==> config.mk <==
export PLATFORM = sky130hd
export DESIGN_NAME = gfx_irq_ctl
export DESIGN_NICKNAME = d
export VERILOG_FILES = /design/src/rtl/irq_ctl_pkg.sv /design/src/rtl/irq_bus_decode.sv /design/src/rtl/irq_pending_bank.sv /design/src/rtl/irq_enable_reg.sv /design/src/rtl/gfx_irq_ctl.sv
export SDC_FILE = /design/constraint.sdc
export NUM_CORES = 1
export LEC_CHECK = 0
export BUFFER_PORTS_ARGS = -buffer_cell sky130_fd_sc_hd__buf_2
export CORE_UTILIZATION = 30
export CTS_CLUSTER_SIZE = 40
export DETAILED_ROUTE_END_ITERATION = 16
export PLACE_DENSITY = 0.73
export REMOVE_ABC_BUFFERS = 1
export SYNTH_ARGS = -nofsm -noshare
export SYNTH_HDL_FRONTEND = slang
export SYNTH_SLANG_ARGS = --single-unit
==> constraint.sdc <==
create_clock -name clk -period 2.2 [get_ports clk]
set_input_delay 0.11 -clock clk [delete_from_list [all_inputs] [get_ports clk]]
set_output_delay 0.11 -clock clk [all_outputs]
set_load 0.005 [all_outputs]
==> src/rtl/irq_ctl_pkg.sv <==
package irq_ctl_pkg;

    localparam int NSRC      = 3;
    localparam int BIT_FRAME = 0;
    localparam int BIT_FLUSH = 1;
    localparam int BIT_OOM   = 2;

    localparam int unsigned ADR_STATUS = 32'h0;
    localparam int unsigned ADR_EN_SET = 32'h4;
    localparam int unsigned ADR_EN_CLR = 32'h8;

    typedef logic [NSRC-1:0] src_vec_t;

    typedef enum logic [1:0] {
        SEL_STATUS = 2'd0,
        SEL_EN_SET = 2'd1,
        SEL_EN_CLR = 2'd2,
        SEL_NONE   = 2'd3
    } reg_sel_e;

    typedef struct packed {
        logic     st_clr;
        logic     en_set;
        logic     en_clr;
        src_vec_t bits;
    } wr_cmd_t;

    function automatic reg_sel_e decode_sel(input logic [31:0] byte_addr);
        case (byte_addr)
            ADR_STATUS: return SEL_STATUS;
            ADR_EN_SET: return SEL_EN_SET;
            ADR_EN_CLR: return SEL_EN_CLR;
            default:    return SEL_NONE;
        endcase
    endfunction

endpackage

==> src/rtl/irq_bus_decode.sv <==
module irq_bus_decode
    import irq_ctl_pkg::*;
#(
    parameter int ADDR_W = 4,
    parameter int DATA_W = 32
) (
    input  logic [ADDR_W-1:0] bus_addr,
    input  logic              bus_we,
    input  logic [DATA_W-1:0] bus_wdata,
    input  src_vec_t          status,
    input  src_vec_t          enable,
    output wr_cmd_t           cmd,
    output logic [DATA_W-1:0] bus_rdata
);
    reg_sel_e sel;

    always_comb begin
        sel        = decode_sel(32'(bus_addr));
        cmd.bits   = bus_wdata[NSRC-1:0];
        cmd.st_clr = bus_we && (sel == SEL_STATUS);
        cmd.en_set = bus_we && (sel == SEL_EN_SET);
        cmd.en_clr = bus_we && (sel == SEL_EN_CLR);
    end

    always_comb begin
        bus_rdata = '0;
        case (sel)
            SEL_STATUS:             bus_rdata[NSRC-1:0] = status;
            SEL_EN_SET, SEL_EN_CLR: bus_rdata[NSRC-1:0] = enable;
            default:                bus_rdata = '0;
        endcase
    end
endmodule

==> src/rtl/irq_pending_bank.sv <==
module irq_pending_bank
    import irq_ctl_pkg::*;
(
    input  logic     clk,
    input  logic     rst,
    input  src_vec_t src_in,
    input  logic     clr_we,
    input  src_vec_t clr_bits,
    output src_vec_t status
);
    // Each bit is set by its source and cleared by a write of one.
    // The source term comes first, so it wins a same-cycle clear.
    // A level source that is still high therefore sets its bit again.
    for (genvar i = 0; i < NSRC; i++) begin : g_bit
        logic hold;
        assign hold = status[i] & ~(clr_we & clr_bits[i]);
        always_ff @(posedge clk) begin
            if (rst) status[i] <= 1'b0;
            else     status[i] <= src_in[i] | hold;
        end
    end
endmodule

==> src/rtl/irq_enable_reg.sv <==
module irq_enable_reg
    import irq_ctl_pkg::*;
(
    input  logic     clk,
    input  logic     rst,
    input  wr_cmd_t  cmd,
    output src_vec_t enable
);
    always_ff @(posedge clk) begin
        if (rst)             enable <= '0;
        else if (cmd.en_set) enable <= enable | cmd.bits;
        else if (cmd.en_clr) enable <= enable & ~cmd.bits;
    end
endmodule

==> src/rtl/gfx_irq_ctl.sv <==
module gfx_irq_ctl
    import irq_ctl_pkg::*;
#(
    parameter int ADDR_W = 4,
    parameter int DATA_W = 32
) (
    input  logic              clk,
    input  logic              rst,
    input  logic [ADDR_W-1:0] bus_addr,
    input  logic              bus_we,
    input  logic [DATA_W-1:0] bus_wdata,
    output logic [DATA_W-1:0] bus_rdata,
    input  logic [2:0]        src_in,
    output logic              irq
);
    src_vec_t status_q;
    src_vec_t enable_q;
    wr_cmd_t  cmd;

    irq_bus_decode #(.ADDR_W(ADDR_W), .DATA_W(DATA_W)) u_dec (
        .bus_addr (bus_addr),
        .bus_we   (bus_we),
        .bus_wdata(bus_wdata),
        .status   (status_q),
        .enable   (enable_q),
        .cmd      (cmd),
        .bus_rdata(bus_rdata)
    );

    irq_pending_bank u_pend (
        .clk     (clk),
        .rst     (rst),
        .src_in  (src_in),
        .clr_we  (cmd.st_clr),
        .clr_bits(cmd.bits),
        .status  (status_q)
    );

    irq_enable_reg u_en (
        .clk   (clk),
        .rst   (rst),
        .cmd   (cmd),
        .enable(enable_q)
    );

    always_ff @(posedge clk) begin
        if (rst) irq <= 1'b0;
        else     irq <= |(status_q & enable_q);
    end
endmodule

==> flow_summary_export.csv, run 1 <==
group,metric,value,unit
logic_synthesis,dominantRegCellSynth,"dfxtp_1",
timing,maxSlewViolCount,0,
critical_path,r2r_slack,1370,ps
route,detail_route.drc_violations,0,
finish,nets,146,
cts,post_cts_buffers,0,
timing,setup_slack,481,ps
route,vias,532,
global_route,grt-ovfl-total,0,
floorplan,core,2000,sq um
critical_path,crit_family,"simple AND/OR/NAND/NOR gates",
run_status,outcome,"finished clean",
logic_synthesis,syn-instance-count,82,
finish,area_growth_syn_to_layout,3.43,%
cts,clock_tree.root_cell,"clkbuf_4",
finish,most-common-layout-cells,"29 x conb_1, 16 x buf_2, 8 x nor2_1, 7 x dfxtp_1",
timing,timing.hold.ws,87.6,ps
pwr,leakagePower,0.333,nW
timing,achievable-frequency,582,MHz
critical_path,critical_path.max_fanout,5,
cts,tritoncts.num_buffers,3,
flow_run,drv.max_cap_violation_count,0,
hold_path,class_of_the_tightest_hold_or_removal_check,"input port to flip-flop",
route,wl_per_cell,8.97,um
global_route,first_global_vias,470,
timing,final_hold_viol_count,0,
logic_synthesis,async_set_reset_flop_share_out_of_synthesis,0,%
cts,post_cts_hold_buffer_count,0,
cts,post_cts_resized,0,
finish,finalInstanceArea,679,sq um
critical_path,timing.setup.critical_path_class,"input port to primary output",
floorplan,floorplan.die_area,2380,sq um
finish,fraction_of_layout_instances_using_a_drive_strength_above_1,24.0,%
critical_path,crit_slowest_cell,"or3b_4",
critical_path,crit_path_start_kind,"input port",
finish,antenna_cells_inserted,0,
critical_path,worstPathArrival,1610,ps
floorplan,ios,75,
timing,final_critical_path_time_including_i_o_delays_and_setup,1720,ps
cts,cts.sink_count,7,
cts,clk_latency,250,ps
placement,io_buffer_count,16,
logic_synthesis,synth-edff-count,0,
placement,dp.cells,123,
cts,htree_levels,1,
logic_synthesis,post_synth.cell_area_avg,8.01,sq um
logic_synthesis,netlist-cell-type-count,25,
logic_synthesis,synthesis_warnings,0,
critical_path,critical-path-top-cell-by-count,"buf_2",
finish,mostFrequentLayoutCell,"conb_1",
logic_synthesis,syn-cell-area,657,sq um
cts,cts-root-to-sink-buffers,2,
global_route,largest_net_degree_at_the_start_of_global_routing,9,
critical_path,cp.required,2090,ps
timing,grt_setup_unrepaired,"false",
placement,detailed_place.area,653,sq um
timing,min_period_over_period,78.1,%
floorplan,die_y,48.8,um
logic_synthesis,synth-seq-cells,7,
timing,tns,0,ps
floorplan,effective_utilization_at_floorplan,32.8,%
critical_path,worstSetupEndpointType,"primary output",
route,antenna_left,0,
timing,timing.final.setup_violations,0,
placement,dp.final_hpwl,957,um
cts,clk_transition_reported_paths,50,ps
critical_path,worst-path-buf-inv,2,
global_route,grt_pass1_wl,1910,um
route,vias_per_cell,4.19,
critical_path,timing.critical_path.slowest_cell_delay,390,ps
finish,post_layout_nonfiller_instances,127,
critical_path,crit_chain,"buf_2 -> or2_4 -> or3b_4 -> ha_1 -> nand2b_1 -> a21oi_1 -> buf_2",
placement,finalWeightedCongestion,0.798,
route,drt-total-wl,1140,um
timing,final.setup_skew,4.03,ps
route,drt_pass1_iterations,4,
cts,clock_tree_from_tritoncts,"built",
pwr,peak_supply_drop,0.317,mV
pwr,power-per-cell-area,455,nW/um^2
global_route,grt_antenna_before_repair,0,
route,drt-initial-drc-count,9,
global_route,overall_routing_resource_usage,10.3,%
placement,dp_slack,350,ps
logic_synthesis,synth_sequential_area_ratio,21.3,%
floorplan,num_rows,16,
floorplan,die_w,48.8,um
==> report_power, final <==
group,switching (W),internal [W]
clock,0.0000437,0.0000690
combinational,0.0000378,0.0000226
sequential,0.00000378,0.000132
==> cells in the mapped netlist (all sizes together) (3+ instances only) <==
cell / count / share of area, %
a21oi: 3 / 2.3
a311oi: 3 / 4.0
a32oi: 3 / 4.0
buf: 29 / 33
dfxtp: 7 / 21
ha: 3 / 5.7
inv: 4 / 2.3
nand2b: 3 / 2.9
nand3: 3 / 2.3
nor2: 8 / 4.6
o21ai: 3 / 2.3
==> worst register-to-register path, stage by stage, from the launching register on <==
cell and delay (ps):
dfxtp_1 310, a222oi_1 340, nor2_1 60
==> worst paths after layout <==
check	from	endpoint	cells past startpoint
worst min-delay path	bus_wdata[2]	u_pend.status[2]$_SDFF_PP0_	2
worst max register to register	u_pend.status[1]$_SDFF_PP0_	irq$_SDFF_PP0_	2
worst min register to register	u_pend.status[1]$_SDFF_PP0_	u_pend.status[1]$_SDFF_PP0_	2
worst max-delay path	bus_addr[1]	bus_rdata[2]	7
==> cell type report <==
| class | instances | area, sq um |
|---|---|---|
| well taps | 27 | 33.8 |
| inverters | 4 | 15.0 |
| fillers | 218 | 1320 |
| repair buffers | 16 | 80.1 |
| flip-flops and latches | 7 | 140 |
| multi-input cells | 69 | 384 |
| clock buffers | 4 | 26.3 |
==> logic make-up (layout without fill, tap and decap cells) <==
| family | count (synthesis) | in the layout | synth area share (%) |
|---|---|---|---|
| other | 1 | 29 | 0.571 |
| flip-flops | 7 | 7 | 21.3 |
| AND/OR/NAND/NOR | 21 | 21 | 17.5 |
| buffers and inverters | 34 | 24 | 36.2 |
| XOR/XNOR | 1 | 1 | 1.33 |
| adder cells (fa/ha/maj) | 3 | 3 | 5.71 |
| AO/OA/AOI/OAI | 15 | 15 | 17.3 |
==> stage by stage <==
stage | total power, W | utilization, %
floorplan | 0.000171 | -
global placement | 0.000196 | 32.6
detailed placement | 0.000198 | 32.6
CTS | 0.000312 | 33.9
global route | 0.000332 | 33.9
finish | 0.000309 | 33.9
==> metal layers <==
metal  global-route usage, %  vias to the layer above  share of wire (%)  wire (um)
met5                       0                        -                  0          0
met3                    5.92                        2                 11        123
met4                    1.47                        0                1.2         14
met1                    9.85                      241                 36        410
met2                    19.4                       33                 52        590
li1                        -                      256                  -          -
Note: power is estimated with default switching activity, not from simulation.
==> run 2, diff against run 1 <==
Settings changed: PLACE_DENSITY 0.73 to 0.76.
Clock period 2.2 ns to 1.41 ns, I/O delays scaled along.
==> flow_summary_export.csv, run 2 (synthesis results as in run 1) <==
group,metric,value,unit
pwr,power_frac_seq,41.6,%
route,vias,564,
pwr,power-per-cell-area,631,nW/um^2
pwr,peak_supply_drop,0.329,mV
timing,timing.final.setup_violations,6,
cts,post_cts_buffers,0,
cts,clk_transition_reported_paths,50,ps
timing,worst_slew_pin_slew,726,ps
critical_path,timing.setup.critical_path_class,"input port to flip-flop",
finish,antenna_cells_inserted,0,
cts,clock_tree.root_cell,"clkbuf_4",
global_route,grt_pass1_wl,2130,um
floorplan,num_rows,16,
pwr,cell_internal_pwr,0.000371,W
timing,final_critical_path_time_including_i_o_delays_and_setup,1540,ps
timing,maxSlewViolCount,0,
finish,nets,153,
critical_path,crit_path_start_kind,"input port",
cts,cts.sink_count,7,
floorplan,effective_utilization_at_floorplan,32.8,%
cts,clock_tree_from_tritoncts,"built",
critical_path,worstSetupEndpointType,"flip-flop",
route,drt-total-wl,1390,um
run_status,violated_checks,"setup timing",
global_route,largest_net_degree_at_the_start_of_global_routing,9,
route,sum_of_routed_wire_segments_on_met1,462,um
floorplan,die_w,48.8,um
critical_path,critical_path.max_fanout,3,
placement,io_buffer_count,16,
route,vias_per_cell,4.21,
pwr,swShare,27.7,%
route,drt_pass1_iterations,4,
placement,dp.final_hpwl,1050,um
route,dr_wl_met2,779,um
route,drt-initial-drc-count,14,
floorplan,core,2000,sq um
global_route,grt-ovfl-total,0,
finish,most-common-layout-cells,"29 x conb_1, 14 x buf_2, 7 x nor2_1, 7 x dfxtp_1, 7 x buf_4",
timing,final_hold_viol_count,0,
pwr,net-switching-power,0.000142,W
timing,tns,-599,ps
timing,setup_slack,-127,ps
cts,post_cts_hold_buffer_count,0,
pwr,power_frac_comb,24.8,%
critical_path,cp.required,1520,ps
flow_run,drv.max_cap_violation_count,0,
global_route,grt_antenna_before_repair,0,
cts,cts-root-to-sink-buffers,2,
route,antenna_left,0,
floorplan,floorplan.die_area,2380,sq um
finish,area_growth_syn_to_layout,23.8,%
route,met3WireLength,118,um
hold_path,class_of_the_tightest_hold_or_removal_check,"input port to flip-flop",
timing,max-slew-margin-rel,51.1,%
timing,final.setup_skew,3.06,ps
finish,fraction_of_layout_instances_using_a_drive_strength_above_1,38.3,%
route,max_layer_used,"met4",
floorplan,die_y,48.8,um
pwr,leakagePower,0.407,nW
timing,grt_setup_unrepaired,"true",
finish,mostFrequentLayoutCell,"conb_1",
cts,clk_latency,250,ps
placement,dp_slack,-316,ps
route,wl_per_cell,10.4,um
critical_path,worstPathArrival,1650,ps
pwr,share_of_power_burned_in_the_clock_network,33.6,%
run_status,outcome,"finished, violations left",
cts,htree_levels,1,
route,detail_route.drc_violations,0,
global_route,first_global_vias,523,
global_route,overall_routing_resource_usage,12.1,%
cts,tritoncts.num_buffers,3,
floorplan,ios,75,
placement,finalWeightedCongestion,0.749,
timing,min_period_over_period,109,%
timing,achievable-frequency,651,MHz
## run 2: cell count changes in the layout (fill, tap and decap cells not counted), moves of 2 or more
cell      change
a21oi_1       -3
a21oi_2       +3
buf_2         -2
buf_4         +7
buf_6         +2
ha_1          -2
ha_4          +2
nand2b_1      -3
nand2b_4      +3
## run 2: worst paths after layout
path,from,endpoint,slack (ps),cells after the start
worst min-delay path,bus_wdata[0],u_pend.status[0]$_SDFF_PP0_,50,2
worst max register to register,flip-flop,irq$_SDFF_PP0_,560,2
worst max-delay path,bus_addr[0],u_pend.status[1]$_SDFF_PP0_,-130,7
worst min register to register,u_pend.status[0]$_SDFF_PP0_,u_pend.status[0]$_SDFF_PP0_,540,2
## run 2: worst max-delay path, stage by stage
cell       delay (ps)
buf_6              90
or2_4             240
or3b_4            420
ha_4              180
or2b_1            230
o2bb2ai_1         260
a311oi_1          160
## run 2: power by group through the flow
stage | sequential [W] | clock (W) | combinational [W]
final | 0.000213 | 0.000173 | 0.000127
after global routing | 0.000213 | 0.000196 | 0.000140
after CTS | 0.000213 | 0.000184 | 0.000116
after detailed placement | 0.000216 | 0 | 0.000106
after global placement | 0.000216 | 0 | 0.000102
after floorplan | 0.000214 | 0 | 0.0000526
## run 2: through the flow
step	hold slack (ps)	utilization [%]	power, W	area [sq um]	cells
global route	59.6	40.6	0.000549	813	134
global placement	302	35.3	0.000318	706	130
detailed placement	308	35.3	0.000322	706	130
floorplan	143	-	0.000267	539	80
finish	53.0	40.6	0.000513	813	134
CTS	40.7	39.1	0.000512	783	134
## run 2: routing by layer
layer  global-route usage (%)  vias up
met5                        0        -
met4                     7.84        0
met3                     6.23        4
met2                     21.8       34
met1                     10.4      255
li1                         -      271
## run 2: cell type report
type / count / area, sq um
clock buffer: 4 / 26.3
timing repair buffer: 23 / 145
fill: 208 / 1190
inverter: 4 / 15.0
sequential: 7 / 140
multi-input combinational: 69 / 453
tap: 27 / 33.8
## run 2: timing repair
action / 4_1_cts / 5_1_grt
cloned: 0 / 0
setup endpoints to repair: 6 / 6
pin swaps: 6 / 3
hold endpoints to repair: 0 / 0
resized for setup: 8 / 6
